`src/rtl/fuse_rd_pkg.sv`:
```
package fuse_rd_pkg;
  // register word indices
  localparam int IDX_CTRL  = 0;
  localparam int IDX_CFG   = 1;
  localparam int IDX_STAT  = 2;
  localparam int IDX_DATA0 = 3;
  // control fields
  localparam int CTL_RD_BIT   = 0;
  localparam int CTL_WR_BIT   = 1;
  localparam int CTL_PG_BIT   = 15;
  localparam int CTL_LEN_LSB  = 16;
  localparam int CTL_ADDR_LSB = 21;
  // configuration fields
  localparam int CFG_WSTRB_LSB = 0;
  localparam int CFG_WSTRB_W   = 12;
  localparam int CFG_WADJ_LSB  = 12;
  localparam int CFG_WADJ_W    = 4;
  localparam int CFG_RSTRB_LSB = 16;
  localparam int CFG_RADJ_LSB  = 20;
  localparam int CFG_IE_BIT    = 31;
endpackage

```
`src/rtl/fuse_rd_seq.sv`:
```
module fuse_rd_seq #(
  parameter int ADJ_W  = 4,
  parameter int STRB_W = 4
) (
  input  logic              clk,
  input  logic              rst,
  input  logic              start,
  input  logic [ADJ_W-1:0]  rd_adj,
  input  logic [STRB_W-1:0] rd_strb,
  output logic              busy,
  output logic              done,
  output logic              sample,
  output logic              fuse_strobe
);
  localparam int CNT_W = $clog2((1 << ADJ_W) + (1 << STRB_W) + 4);

  logic [CNT_W-1:0] cnt_q;
  logic [CNT_W-1:0] last_q;
  logic [CNT_W-1:0] adj_q;

  assign sample = busy && (cnt_q == last_q);

  always_ff @(posedge clk) begin
    if (rst) begin
      busy        <= 1'b0;
      done        <= 1'b0;
      fuse_strobe <= 1'b0;
      cnt_q       <= '0;
      last_q      <= '0;
      adj_q       <= '0;
    end else if (start) begin
      busy        <= 1'b1;
      done        <= 1'b0;
      fuse_strobe <= 1'b0;
      cnt_q       <= '0;
      adj_q       <= CNT_W'(rd_adj);
      last_q      <= CNT_W'(rd_adj) + CNT_W'(rd_strb) + CNT_W'(4);
    end else if (busy) begin
      if (cnt_q == last_q) begin
        busy        <= 1'b0;
        done        <= 1'b1;
        fuse_strobe <= 1'b0;
      end else begin
        cnt_q       <= cnt_q + 1'b1;
        fuse_strobe <= (cnt_q >= adj_q);
      end
    end
  end
endmodule

```
`src/rtl/fuse_rd_capture.sv`:
```
module fuse_rd_capture #(
  parameter int NWORDS = 8,
  parameter int LEN_W  = 5
) (
  input  logic                  clk,
  input  logic                  rst,
  input  logic                  sample,
  input  logic [LEN_W-1:0]      len_m1,
  input  logic [NWORDS*32-1:0]  fuse_rdata,
  output logic [NWORDS*32-1:0]  data_flat
);
  for (genvar w = 0; w < NWORDS; w++) begin : g_word
    for (genvar b = 0; b < 4; b++) begin : g_byte
      localparam int K = w * 4 + b;
      always_ff @(posedge clk) begin
        if (rst)
          data_flat[8*K +: 8] <= '0;
        else if (sample)
          data_flat[8*K +: 8] <= (K <= int'(len_m1)) ? fuse_rdata[8*K +: 8] : 8'h00;
      end
    end
  end
endmodule

```
`src/rtl/fuse_rd_regs.sv`:
```
module fuse_rd_regs
  import fuse_rd_pkg::*;
#(
  parameter int ADDR_W = 10,
  parameter int LEN_W  = 5,
  parameter int ADJ_W  = 4,
  parameter int STRB_W = 4,
  parameter int NWORDS = 8,
  parameter int IDX_W  = 4
) (
  input  logic                 clk,
  input  logic                 rst,
  input  logic                 reg_wen,
  input  logic                 reg_ren,
  input  logic [IDX_W-1:0]     reg_idx,
  input  logic [31:0]          reg_wdata,
  output logic [31:0]          reg_rdata,
  input  logic                 busy,
  input  logic                 done,
  input  logic                 sample,
  input  logic [NWORDS*32-1:0] data_flat,
  output logic                 start,
  output logic [ADDR_W-1:0]    start_addr,
  output logic [LEN_W-1:0]     len_m1,
  output logic                 int_en,
  output logic [ADJ_W-1:0]     rd_adj,
  output logic [STRB_W-1:0]    rd_strb
);
  logic                   pg_q;
  logic                   rd_q;
  logic [CFG_WADJ_W-1:0]  wr_adj_q;
  logic [CFG_WSTRB_W-1:0] wr_strb_q;
  logic                   ctrl_acc;
  logic [31:0]            ctrl_word;
  logic [31:0]            cfg_word;
  logic [IDX_W-1:0]       dsel;

  assign ctrl_acc = reg_wen && (reg_idx == IDX_W'(IDX_CTRL)) && !busy;
  assign start    = ctrl_acc && reg_wdata[CTL_RD_BIT];
  assign dsel     = reg_idx - IDX_W'(IDX_DATA0);

  always_ff @(posedge clk) begin
    if (rst) begin
      start_addr <= '0;
      len_m1     <= '0;
      pg_q       <= 1'b0;
      rd_q       <= 1'b0;
      int_en     <= 1'b0;
      rd_adj     <= '0;
      rd_strb    <= '0;
      wr_adj_q   <= '0;
      wr_strb_q  <= '0;
    end else begin
      if (ctrl_acc) begin
        start_addr <= reg_wdata[CTL_ADDR_LSB +: ADDR_W];
        len_m1     <= reg_wdata[CTL_LEN_LSB +: LEN_W];
        pg_q       <= reg_wdata[CTL_PG_BIT];
        rd_q       <= reg_wdata[CTL_RD_BIT];
      end else if (sample) begin
        rd_q <= 1'b0;
      end
      if (reg_wen && (reg_idx == IDX_W'(IDX_CFG))) begin
        int_en    <= reg_wdata[CFG_IE_BIT];
        rd_adj    <= reg_wdata[CFG_RADJ_LSB +: ADJ_W];
        rd_strb   <= reg_wdata[CFG_RSTRB_LSB +: STRB_W];
        wr_adj_q  <= reg_wdata[CFG_WADJ_LSB +: CFG_WADJ_W];
        wr_strb_q <= reg_wdata[CFG_WSTRB_LSB +: CFG_WSTRB_W];
      end
    end
  end

  always_comb begin
    ctrl_word = '0;
    ctrl_word[CTL_ADDR_LSB +: ADDR_W] = start_addr;
    ctrl_word[CTL_LEN_LSB +: LEN_W]   = len_m1;
    ctrl_word[CTL_PG_BIT]             = pg_q;
    ctrl_word[CTL_RD_BIT]             = rd_q;
    cfg_word = '0;
    cfg_word[CFG_IE_BIT]                     = int_en;
    cfg_word[CFG_RADJ_LSB +: ADJ_W]          = rd_adj;
    cfg_word[CFG_RSTRB_LSB +: STRB_W]        = rd_strb;
    cfg_word[CFG_WADJ_LSB +: CFG_WADJ_W]     = wr_adj_q;
    cfg_word[CFG_WSTRB_LSB +: CFG_WSTRB_W]   = wr_strb_q;
  end

  always_ff @(posedge clk) begin
    if (rst) begin
      reg_rdata <= '0;
    end else if (reg_ren) begin
      if (reg_idx == IDX_W'(IDX_CTRL))
        reg_rdata <= ctrl_word;
      else if (reg_idx == IDX_W'(IDX_CFG))
        reg_rdata <= cfg_word;
      else if (reg_idx == IDX_W'(IDX_STAT))
        reg_rdata <= {31'd0, done};
      else if (int'(reg_idx) >= IDX_DATA0 && int'(reg_idx) < IDX_DATA0 + NWORDS)
        reg_rdata <= data_flat[32*dsel +: 32];
      else
        reg_rdata <= '0;
    end
  end
endmodule

```
`src/rtl/fuse_read_ctrl.sv`:
```
module fuse_read_ctrl #(
  parameter int ADDR_W = 10,
  parameter int LEN_W  = 5,
  parameter int ADJ_W  = 4,
  parameter int STRB_W = 4,
  parameter int NWORDS = 8,
  parameter int IDX_W  = 4,
  localparam int FADDR_W = ADDR_W - 1
) (
  input  logic                 clk,
  input  logic                 rst,
  input  logic                 reg_wen,
  input  logic                 reg_ren,
  input  logic [IDX_W-1:0]     reg_idx,
  input  logic [31:0]          reg_wdata,
  output logic [31:0]          reg_rdata,
  output logic [FADDR_W-1:0]   fuse_addr,
  output logic                 fuse_strobe,
  input  logic [NWORDS*32-1:0] fuse_rdata,
  output logic                 irq
);
  logic                 start;
  logic                 busy;
  logic                 done;
  logic                 sample;
  logic [ADDR_W-1:0]    start_addr;
  logic [LEN_W-1:0]     len_m1;
  logic                 int_en;
  logic [ADJ_W-1:0]     rd_adj;
  logic [STRB_W-1:0]    rd_strb;
  logic [NWORDS*32-1:0] data_flat;

  fuse_rd_regs #(
    .ADDR_W(ADDR_W), .LEN_W(LEN_W), .ADJ_W(ADJ_W),
    .STRB_W(STRB_W), .NWORDS(NWORDS), .IDX_W(IDX_W)
  ) i_regs (
    .clk(clk), .rst(rst), .reg_wen(reg_wen), .reg_ren(reg_ren),
    .reg_idx(reg_idx), .reg_wdata(reg_wdata), .reg_rdata(reg_rdata),
    .busy(busy), .done(done), .sample(sample), .data_flat(data_flat),
    .start(start), .start_addr(start_addr), .len_m1(len_m1),
    .int_en(int_en), .rd_adj(rd_adj), .rd_strb(rd_strb)
  );

  fuse_rd_seq #(.ADJ_W(ADJ_W), .STRB_W(STRB_W)) i_seq (
    .clk(clk), .rst(rst), .start(start), .rd_adj(rd_adj), .rd_strb(rd_strb),
    .busy(busy), .done(done), .sample(sample), .fuse_strobe(fuse_strobe)
  );

  fuse_rd_capture #(.NWORDS(NWORDS), .LEN_W(LEN_W)) i_cap (
    .clk(clk), .rst(rst), .sample(sample), .len_m1(len_m1),
    .fuse_rdata(fuse_rdata), .data_flat(data_flat)
  );

  assign fuse_addr = start_addr[ADDR_W-1:1];
  assign irq       = int_en & done;
endmodule

```
`config.mk`:
```
export PLATFORM = sky130hd
export DESIGN_NAME = fuse_read_ctrl
export DESIGN_NICKNAME = d
export VERILOG_FILES = /design/src/rtl/fuse_rd_pkg.sv /design/src/rtl/fuse_rd_seq.sv /design/src/rtl/fuse_rd_capture.sv /design/src/rtl/fuse_rd_regs.sv /design/src/rtl/fuse_read_ctrl.sv
export SDC_FILE = /design/constraint.sdc
export NUM_CORES = 1
export LEC_CHECK = 0
export CORE_MARGIN = 8
export CORE_UTILIZATION = 50
export CTS_CLUSTER_DIAMETER = 80
export DETAILED_ROUTE_END_ITERATION = 10
export DONT_BUFFER_PORTS = 1
export PLACE_DENSITY = 0.68
export REMOVE_ABC_BUFFERS = 1
export SLEW_MARGIN = 10
export SYNTH_ARGS = -nofsm -noshare
export SYNTH_HDL_FRONTEND = slang
export SYNTH_SLANG_ARGS = --single-unit
```
`constraint.sdc`:
```
create_clock -name clk -period 2.8 [get_ports clk]
set_clock_uncertainty 0.15 [all_clocks]
set_input_delay 0.28 -clock clk [delete_from_list [all_inputs] [get_ports clk]]
set_output_delay 0.28 -clock clk [all_outputs]
set_load 0.005 [all_outputs]
```
==> After elaboration in Yosys (flattened, before gate mapping) <==
Cells that the tools add are included.
{ "word_totals": {"register_bits": 349, "in_bits": 296, "output_inout_bits": 43, "word_cells": 145} }
{ "op_classes": {"add_sub_neg": 4, "n_lt_le_gt_ge": 34, "eq_ne": 3, "n_shift": 1, "n_mux": 41, "bitwise_logic": 2, "n_reduce_logical": 12} }
{ "op_table": {"columns": ["op", "n"], "rows": [
  ["256-bit by 10-bit variable part select with 32-bit output", 1],
  ["8-bit two-way mux", 31],
  ["32-bit two-way mux", 4],
  ["5-bit <= comparator (first input constant)", 16],
  ["4-bit by 5-bit <= comparator with 1-bit output (first input constant)", 8],
  ["3-bit by 5-bit <= comparator with 1-bit output (first input constant)", 4],
  ["2-bit by 5-bit <= comparator with 1-bit output (first input constant)", 2],
  ["6-bit by 1-bit adder with 6-bit output (second input constant)", 1],
  ["6-bit by 3-bit adder with 6-bit output (second input constant)", 1],
  ["6-bit equality test", 1],
  ["6-bit by 4-bit >= comparator with 1-bit output", 1],
  ["1-bit logical AND", 6],
  ["1-bit two-way mux", 6],
  ["4-bit by 4-bit adder with 5-bit output", 1],
  ["1-bit by 5-bit <= comparator with 1-bit output (first input constant)", 1],
  ["4-bit by 1-bit equality test with 1-bit output (second input constant)", 1],
  ["4-bit by 2-bit equality test with 1-bit output (second input constant)", 1],
  ["4-bit by 2-bit >= comparator with 1-bit output (second input constant)", 1],
  ["4-bit logical NOT", 1],
  ["4-bit less-than comparator (second input constant)", 1],
  ["2-bit AND reduction", 2],
  ["4-bit by 2-bit subtractor with 4-bit output (second input constant)", 1],
  ["2-bit nonzero test", 1],
  ["2-bit OR reduction", 1],
  ["3 further kinds", 3]
]} }

==> Logic depth before layout (Yosys ltp) <==
Gate-level depths: netlist of run 1.
{ "logic_depth": {"word_depth": 6, "depth_mapped": 12, "mapped_depth_nobuf": 7} }

==> Hierarchy <==
From an unflattened synthesis of run 1, not the netlist that was laid out.
{ "hier_totals": {"cells_unflattened": 1594, "hier_area_um2": 15388.5} }
{ "by_module_without_submodules": {"columns": ["mod", "n_inst", "cells_per_inst", "area_each_um2", "seq_area_each_um2"], "rows": [
  ["fuse_rd_capture", 1, 981, 9323.9, 5124.9],
  ["fuse_rd_regs", 1, 488, 4941.0, 1481.4],
  ["fuse_rd_seq", 1, 124, 1117.3, 380.4],
  ["fuse_read_ctrl", 1, 1, 6.3, 0.0]
]} }

==> Least setup slack after synthesis of run 1 <==
OpenSTA, ideal clock, no wires.
{ "synth_path": {"path_type": "input to register", "start": "input port reg_idx[0]", "end": "register i_regs.reg_rdata[0]", "setup_ns": 0.131, "arrival_time_ns": 2.619, "t_required_ns": 2.519, "path_slack_ns": -0.101, "path_stages": 11, "n_path_buf": 5, "path_cell_list": "buf_2 buf_2 buf_2 inv_1 ha_1 buf_6 buf_4 mux4_2 mux2_2 a31oi_1 o21ai_0"} }
{ "synth_between": {"elab_chain_cells": 6, "word_cells_on_any_way": 12, "cone_classes": "add/sub (1); order compare (2); eq/ne (2); shift (1); mux (4); reduce/logical (2)"} }
{ "synth_lines": {"columns": ["item", "line_no", "text"], "rows": [
  ["start: declaration", "fuse_read_ctrl.sv:14", "input logic [IDX_W-1:0] reg_idx,"],
  ["4-bit by 2-bit subtractor with 4-bit output (tied with other cells)", "fuse_rd_regs.sv:40", "assign dsel = reg_idx - IDX_W'(IDX_DATA0);"],
  ["256-bit by 10-bit variable part select with 32-bit output / 1-bit logical AND (equally long branches)", "fuse_rd_regs.sv:97, fuse_rd_regs.sv:96", null],
  ["32-bit two-way mux", "fuse_rd_regs.sv:96", "else if (int'(reg_idx) >= IDX_DATA0 && int'(reg_idx) < IDX_DATA0 + NWORDS)"],
  ["32-bit two-way mux", "fuse_rd_regs.sv:94", "else if (reg_idx == IDX_W'(IDX_STAT))"],
  ["32-bit two-way mux", "fuse_rd_regs.sv:92", "else if (reg_idx == IDX_W'(IDX_CFG))"],
  ["32-bit two-way mux *", "fuse_rd_regs.sv:90", "if (reg_idx == IDX_W'(IDX_CTRL))"],
  ["end signal: assignment", "fuse_rd_regs.sv:91", "reg_rdata <= ctrl_word;"],
  ["end signal: assignment", "fuse_rd_regs.sv:93", "reg_rdata <= cfg_word;"],
  ["end signal: assignment", "fuse_rd_regs.sv:95", "reg_rdata <= {31'd0, done};"],
  ["end: declaration", "fuse_rd_regs.sv:17", "output logic [31:0] reg_rdata,"]
]} }
Every way passes the cells marked *; elsewhere a longest branch is shown, timed or not.
A chain may end at the register's enable or synchronous reset.

==> Final worst setup path of run 1 <==
{ "layout_path": {"start": "input port reg_idx[0]", "end": "register i_regs.reg_rdata[26]"} }
Same word-level chain as after synthesis.

==> results of run 1 <==
-- stage by stage --
step	total power (µW)	hold slack, ps	utilization (%)	instance area (µm²)	instances
final	10910	25.32	64.20	21310	2531
after global routing	11200	34.54	64.18	21310	2529
after CTS	10920	2.553	64.05	21260	2511
after detailed placement	5524	231.9	51.18	16990	2145
after global placement	5520	230.8	51.18	16990	2145
after floorplan	5406	198.9	-	15920	1647
-- flip-flops by register name, indices dropped and copies added, names as in the netlist --
register / count
i_regs.int_en: 1
i_seq.fuse_strobe: 1
i_seq.last_q: 6
i_cap.data_flat: 256
i_regs.wr_strb_q: 12
i_regs.wr_adj_q: 4
i_regs.rd_strb: 4
i_regs.start_addr: 10
i_regs.reg_rdata: 32
i_regs.rd_adj: 4
i_seq.adj_q: 4
i_seq.cnt_q: 6
i_regs.len_m1: 5
i_seq.done: 1
i_seq.busy: 1
i_regs.pg_q: 1
i_regs.rd_q: 1
-- cells in the mapped netlist, drive strengths merged, types with 3 or more instances --
library cell and instances:
a2111oi 9, clkbuf 69, o21ai 13, nand4 16, mux4 64, nor2b 16
o22ai 21, xnor2 8, mux2i 253, a21o 6, a31oi 17, buf 74
o21a 3, a222oi 3, o31ai 9, mux2 17, a21oi 92, nor4 8
nor2 27, inv 17, o311a 8, nor3 4, nand3 21, and3 3
nand2 581, dfxtp 349, and2 6, nand3b 7, a41o 8, ha 14
a211oi 10, nand2b 6, a31o 9
-- worst min path at each step --
| stage | start | end | cells past startpoint |
|---|---|---|---|
| final | reg_idx[3] | i_seq.last_q[5]$_SDFFE_PP0P_ | 3 |
| after global routing | reg_idx[3] | i_seq.last_q[5]$_SDFFE_PP0P_ | 3 |
| after CTS | reg_idx[3] | i_seq.last_q[5]$_SDFFE_PP0P_ | 3 |
| after floorplan | rst | i_regs.reg_rdata[15]$_SDFFE_PP0P_ | 1 |
| after global placement | rst | i_seq.adj_q[0]$_SDFFE_PP0P_ | 1 |
| after detailed placement | rst | i_seq.adj_q[0]$_SDFFE_PP0P_ | 1 |
-- worst max-delay path: stages --
cell	delay, ps
inv_1	100
ha_4	490
buf_12	280
mux4_2	540
mux2_2	280
nand3_1	80
a211oi_1	80
dlygate4sd3_1	600
-- metal layers --
| metal | global-route usage, % | vias up | share of wire [%] | wire [µm] |
|---|---|---|---|---|
| met4 | 14.58 | 6 | 5.0 | 2968 |
| met3 | 7.833 | 222 | 9.4 | 5559 |
| li1 | - | 6761 | - | - |
| met1 | 34.12 | 7187 | 38 | 22440 |
| met5 | 0 | - | 0.061 | 36 |
| met2 | 48.39 | 834 | 48 | 28230 |
-- logic make-up (layout without fill, tap and decap cells) --
family	Yosys count	after routing	share of synthesized area [%]
flops	349	349	41.97
mux	334	334	25.16
other cells	0	20	0
xor+xnor	9	9	0.5187
compound gates	219	219	8.817
simple gates	704	704	17.60
fa+ha+maj	15	15	1.173
buf+inv	160	433	4.765
-- area by class of cell --
cell class              instances  area [µm²]  share of cell area (%)
diodes                         20       50.05                  0.2348
clock buffers                  52        1085                   5.090
clock inverters                13       147.6                  0.6928
inverters                      17       71.32                  0.3346
multi-input cells            1281        8907                   41.80
flip-flops and latches        349        6987                   32.78
well taps                     448       560.5                   2.630
repair buffers                351        3503                   16.44
-- power by group --
| group | switching [µW] | internal (µW) |
|---|---|---|
| registers | 20.6 | 4980 |
| clock network | 2070 | 2990 |
| logic | 411 | 445 |
==> metrics.md, run 1 <==
| Metric | Value |
|---|---|
| Reg clk slew, reported paths | 60 ps |
| Measured slew at the worst slew-check pin | 976.6 ps |
| CTS Root Cell | clkbuf_16 |
| Clock Sinks | 349 |
| Syn_area_per_cell | 9.299 µm² |
| YS warnings | 0 |
| Synth unique cells | 62 |
| Seq/Total Area, Yosys | 41.97% |
| Vias | 15010 |
| Synth area leader | dfxtp_1 |
| Antenna viol nets, final | 0 |
| Setup bufs post-CTS | 0 |
| Hold Vio Cnt, Final | 0 |
| TritonCTS clock tree | built |
| Core area | 33200 µm² |
| CTS hold repair buffers | 301 |
| Share of the synthesized area in the top cell type | 41.97% |
| Worst relative slew slack | 34.65% |
| Total die area | 39390 µm² |
| Setup tns final | 0 ps |
| Gr usage total | 29.00% |
| Clock buffer count from CTS | 39 |
| IO Port Bufs | 0 |
| Crit path max fanout | 69 |
| RSZ-0062 raised after global routing | false |
| Routed WL per cell | 23.40 µm |
| CP Capture Type | flop |
| Filler instances | 2524 |
| CP Data Arrival Time | 2790 ps |
| CP endpoint | i_regs.reg_rdata[26]$_SDFFE_PP0P_ |
| Htree depth | 2 |
| Tcrit/Tclk final | 90.36% |
| 1st-pass router iterations | 6 |
| Synthesized area | 16650 µm² |
| Tightest Hold Check Type | input port to flop |
| Layout cells sized above 1 | 10.28% |
| Max VDD drop | 0.0005964 V |
| Vias in the first global route | 15790 |
| Setup violations, final | 0 |
| Worst slack at placement | 292.6 ps |
| Die width | 198.5 µm |
| I/O Pins | 339 |
| Net count, final | 2350 |
| Worst Path Class, Setup | input port to flop |
| Die Ht | 198.5 µm |
| Worst r2r src | i_regs.len_m1[2]$_SDFFE_PP0N_ |
| CTS resizes | 0 |
| DRT iter0 DRCs | 1176 |
| Area Overhead vs Synth | 28.03% |
| GRT overflow | 0 |
| Worst Path Required | 3060 ps |
| Synth top area cells | dfxtp_1 (42%), mux2i_1 (15%), nand2_1 (13%) |
| R2r endpoint | i_cap.data_flat[80]$_SDFFE_PP0P_ |
| Mapped Cells | 1790 |
| Max_cap viols | 0 |
| Top achievable clock speed | 0.3952 GHz |
| PwrDens | 512.1 nW/µm² |
| Min cycle time layout | 2530 ps |
| Crit path launch | reg_idx[0] |
| Final worst setup slack | 269.9 ps |
| Most frequent cells in the layout | nand2_1 (580), dfxtp_1 (349), dlygate4sd3_1 (299) |
| DR vias/cell | 5.930 |
| Rows | 67 |
| Max-slew violations | 0 |
| Initial antenna violation count | 20 |
| Leading cell type in the layout, fill and taps excluded | nand2_1 |
| Primary FF master, synth | dfxtp_1 |
| Initial Util | 50.14% |
| Hpwl dp | 37410 µm |
| Synth Register Bits | 349 |
| Clk buf depth | 3 |
| First-pass GRT wire length | 89390 µm |
| Worst skew pair latency | 530 ps |
| DRC | 0 |
| R2R Setup Slk | 330 ps |
| Status | completed |
| Worst Reg-to-Reg Cells | 5 |
| Startpoint types | input port |
| Routed Wire Length | 59240 µm |
| Placer congestion estimate | 0.9161 |
| Largest net degree at the start of global routing | 101 |
| Fraction of registers with async set or reset after synthesis | 0% |
| EDFF count, synth | 0 |
| Leakage | 0.008919 µW |
(Power assumes the default switching activity.)
==> inputs of run 2 (changes only) <==
--- a/config.mk
+++ b/config.mk
@@ -7,10 +7,10 @@
 export LEC_CHECK = 0
 export CORE_MARGIN = 8
 export CORE_UTILIZATION = 50
-export CTS_CLUSTER_DIAMETER = 80
+export CTS_CLUSTER_DIAMETER = 200
 export DETAILED_ROUTE_END_ITERATION = 10
 export DONT_BUFFER_PORTS = 1
-export PLACE_DENSITY = 0.68
+export PLACE_DENSITY = 0.78
 export REMOVE_ABC_BUFFERS = 1
 export SLEW_MARGIN = 10
 export SYNTH_ARGS = -nofsm -noshare
==> metrics.md, run 2 (synthesis results as in run 1) <==
| Metric | Value |
|---|---|
| Tightest Hold Check Type | input port to flop |
| PwrDens | 525.6 nW/µm² (+2.6%) |
| Placer congestion estimate | 0.9355 (+2.1%) |
| Vias in the first global route | 16450 (+4.2%) |
| Max VDD drop | 0.0005461 V (-8.4%) |
| Max-slew violations | 0 (unchanged) |
| Status | completed |
| Leading cell type in the layout, fill and taps excluded | nand2_1 |
| IO Port Bufs | 0 (unchanged) |
| Routed Wire Length | 64520 µm (+8.9%) |
| GRT overflow | 0 (unchanged) |
| Routed WL per cell | 25.41 µm (+8.6%) |
| Clock Sinks | 349 (unchanged) |
| Register area | 6987 µm² (unchanged) |
| Total die area | 39390 µm² (unchanged) |
| Hold Vio Cnt, Final | 0 (unchanged) |
| Net count, final | 2359 (+0.38%) |
| Startpoint types | input port |
| Min cycle time layout | 2505 ps (-24.84 ps) |
| Area Overhead vs Synth | 29.02% |
| Htree depth | 2 (unchanged) |
| Measured slew at the worst slew-check pin | 960.7 ps (-15.89 ps) |
| Setup violations, final | 0 (unchanged) |
| Filler instances | 2369 (-6.1%) |
| Layout cells sized above 1 | 10.89% (+0.62 points) |
| Rows | 67 (unchanged) |
| Clk buf depth | 3 (unchanged) |
| DRT iter0 DRCs | 1455 (+24%) |
| Min-delay src | reg_idx[3] |
| Most frequent cells in the layout | nand2_1 (580), dfxtp_1 (349), dlygate4sd3_1 (295) |
| Area taken by multi-input logic gates | 8907 µm² (unchanged) |
| Biggest register | i_cap.data_flat |
| First-pass GRT wire length | 96280 µm (+7.7%) |
| Top achievable clock speed | 0.3992 GHz (+0.99%) |
| Worst r2r src | i_regs.len_m1[1]$_SDFFE_PP0N_ |
| CP Data Arrival Time | 2780 ps (about the same) |
| Crit path launch | reg_idx[0] |
| Gr usage total | 31.77% (+2.8 points) |
| Setup bufs post-CTS | 0 (unchanged) |
| Leakage | 0.009007 µW (+0.99%) |
| Dpl cell area | 17090 µm² (+0.57%) |
| Worst Path Class, Setup | input port to flop |
| Worst skew pair latency | 540 ps (about the same) |
| Initial Util | 50.14% (unchanged) |
| 1st-pass router iterations | 6 (unchanged) |
| Fin cells | 2539 (+0.32%) |
| Die Ht | 198.5 µm (unchanged) |
| CTS resizes | 0 (unchanged) |
| Post-Layout Inst Area | 21480 µm² (+0.77%) |
| Worst Path Required | 3070 ps (about the same) |
| Crit path max fanout | 68 (-1.4%) |
| DRC | 0 (unchanged) |
| Worst slack at placement | 344.8 ps (+52.22 ps) |
| Biggest regs | i_cap.data_flat (256), i_regs.reg_rdata (32), i_regs.wr_strb_q (12) |
| Clock buffer count from CTS | 39 (unchanged) |
| RSZ-0062 raised after global routing | false |
| Placed Instances | 2158 (+0.61%) |
| Tcrit/Tclk final | 89.47% (-0.89 points) |
| Max reg flops | 256 (unchanged) |
| Final worst setup slack | 294.8 ps (+24.84 ps) |
| Vias | 15610 (+4.0%) |
| TritonCTS clock tree | built |
| Initial antenna violation count | 15 (-25%) |
| Largest net degree at the start of global routing | 149 (+48%) |
| I/O Pins | 339 (unchanged) |
| CP Capture Type | flop |
| Max_cap viols | 0 (unchanged) |
| Die width | 198.5 µm (unchanged) |
| Reg clk slew, reported paths | 60 ps (about the same) |
| Hpwl dp | 38790 µm (+3.7%) |
| Worst relative slew slack | 35.95% (+1.3 points) |
| Antenna viol nets, final | 0 (unchanged) |
| CTS Root Cell | clkbuf_16 |
| DR vias/cell | 6.148 (+3.7%) |
| Core area | 33200 µm² (unchanged) |
-- run 2: final cells by class --
type / count / area share, %
multi-input cells: 1281 / 41.47
flip-flops and latches: 349 / 32.53
repair buffers: 360 / 16.62
clock buffers: 59 / 5.511
well taps: 448 / 2.610
clock inverters: 9 / 0.7399
inverters: 17 / 0.3321
diodes: 16 / 0.1864
-- run 2: stage by stage --
| step | hold WS, ps | TNS, ps | utilization, % | total power, µW |
|---|---|---|---|---|
| 6_report | 29.91 | 0 | 64.70 | 11290 |
| 5_1_grt | 34.68 | 0 | 64.67 | 11550 |
| 4_1_cts | 7.415 | 0 | 64.57 | 11220 |
| 3_5_place_dp | 233.5 | 0 | 51.47 | 5540 |
| 3_3_place_gp | 226.1 | 0 | 51.47 | 5536 |
| 2_1_floorplan | 198.9 | -1898660 | - | 5406 |
-- run 2: repair_timing --
item                       in CTS  in global routing
hold buffers                  297                  0
setup endpoints to repair       0                  0
hold endpoints to repair      340                  0
-- run 2: layer usage --
metal / up-vias / global-route usage (%) / share of wire, %
met5: - / 0 / 0.039
met4: 4 / 17.46 / 5.7
li1: 6771 / - / -
met2: 1057 / 53.79 / 48
met3: 282 / 9.305 / 11
met1: 7495 / 35.70 / 36
-- run 2: worst max-delay path: stages --
cell,delay (ps)
inv_1,70
ha_4,430
buf_4,200
mux4_2,510
mux2_2,280
a222oi_1,290
a2111oi_2,90
dlygate4sd3_1,600
-- run 2: worst paths after layout --
check,to,cells after the start,slack (ps)
hold / removal,i_seq.last_q[5]$_SDFFE_PP0P_,3,30
hold reg to reg,i_regs.wr_adj_q[3]$_SDFFE_PP0P_,2,310
setup reg to reg,i_cap.data_flat[114]$_SDFFE_PP0P_,5,400
setup / recovery,i_regs.reg_rdata[16]$_SDFFE_PP0P_,8,290
-- run 2: where the power goes --
| part | internal (µW) | leakage [µW] | switching [µW] |
|---|---|---|---|
| logic | 448 | 0.00554 | 426 |
| registers | 4980 | 0.00281 | 22.0 |
| clock network | 3290 | 0.000656 | 2130 |
| total | 8710 | 0.00901 | 2570 |
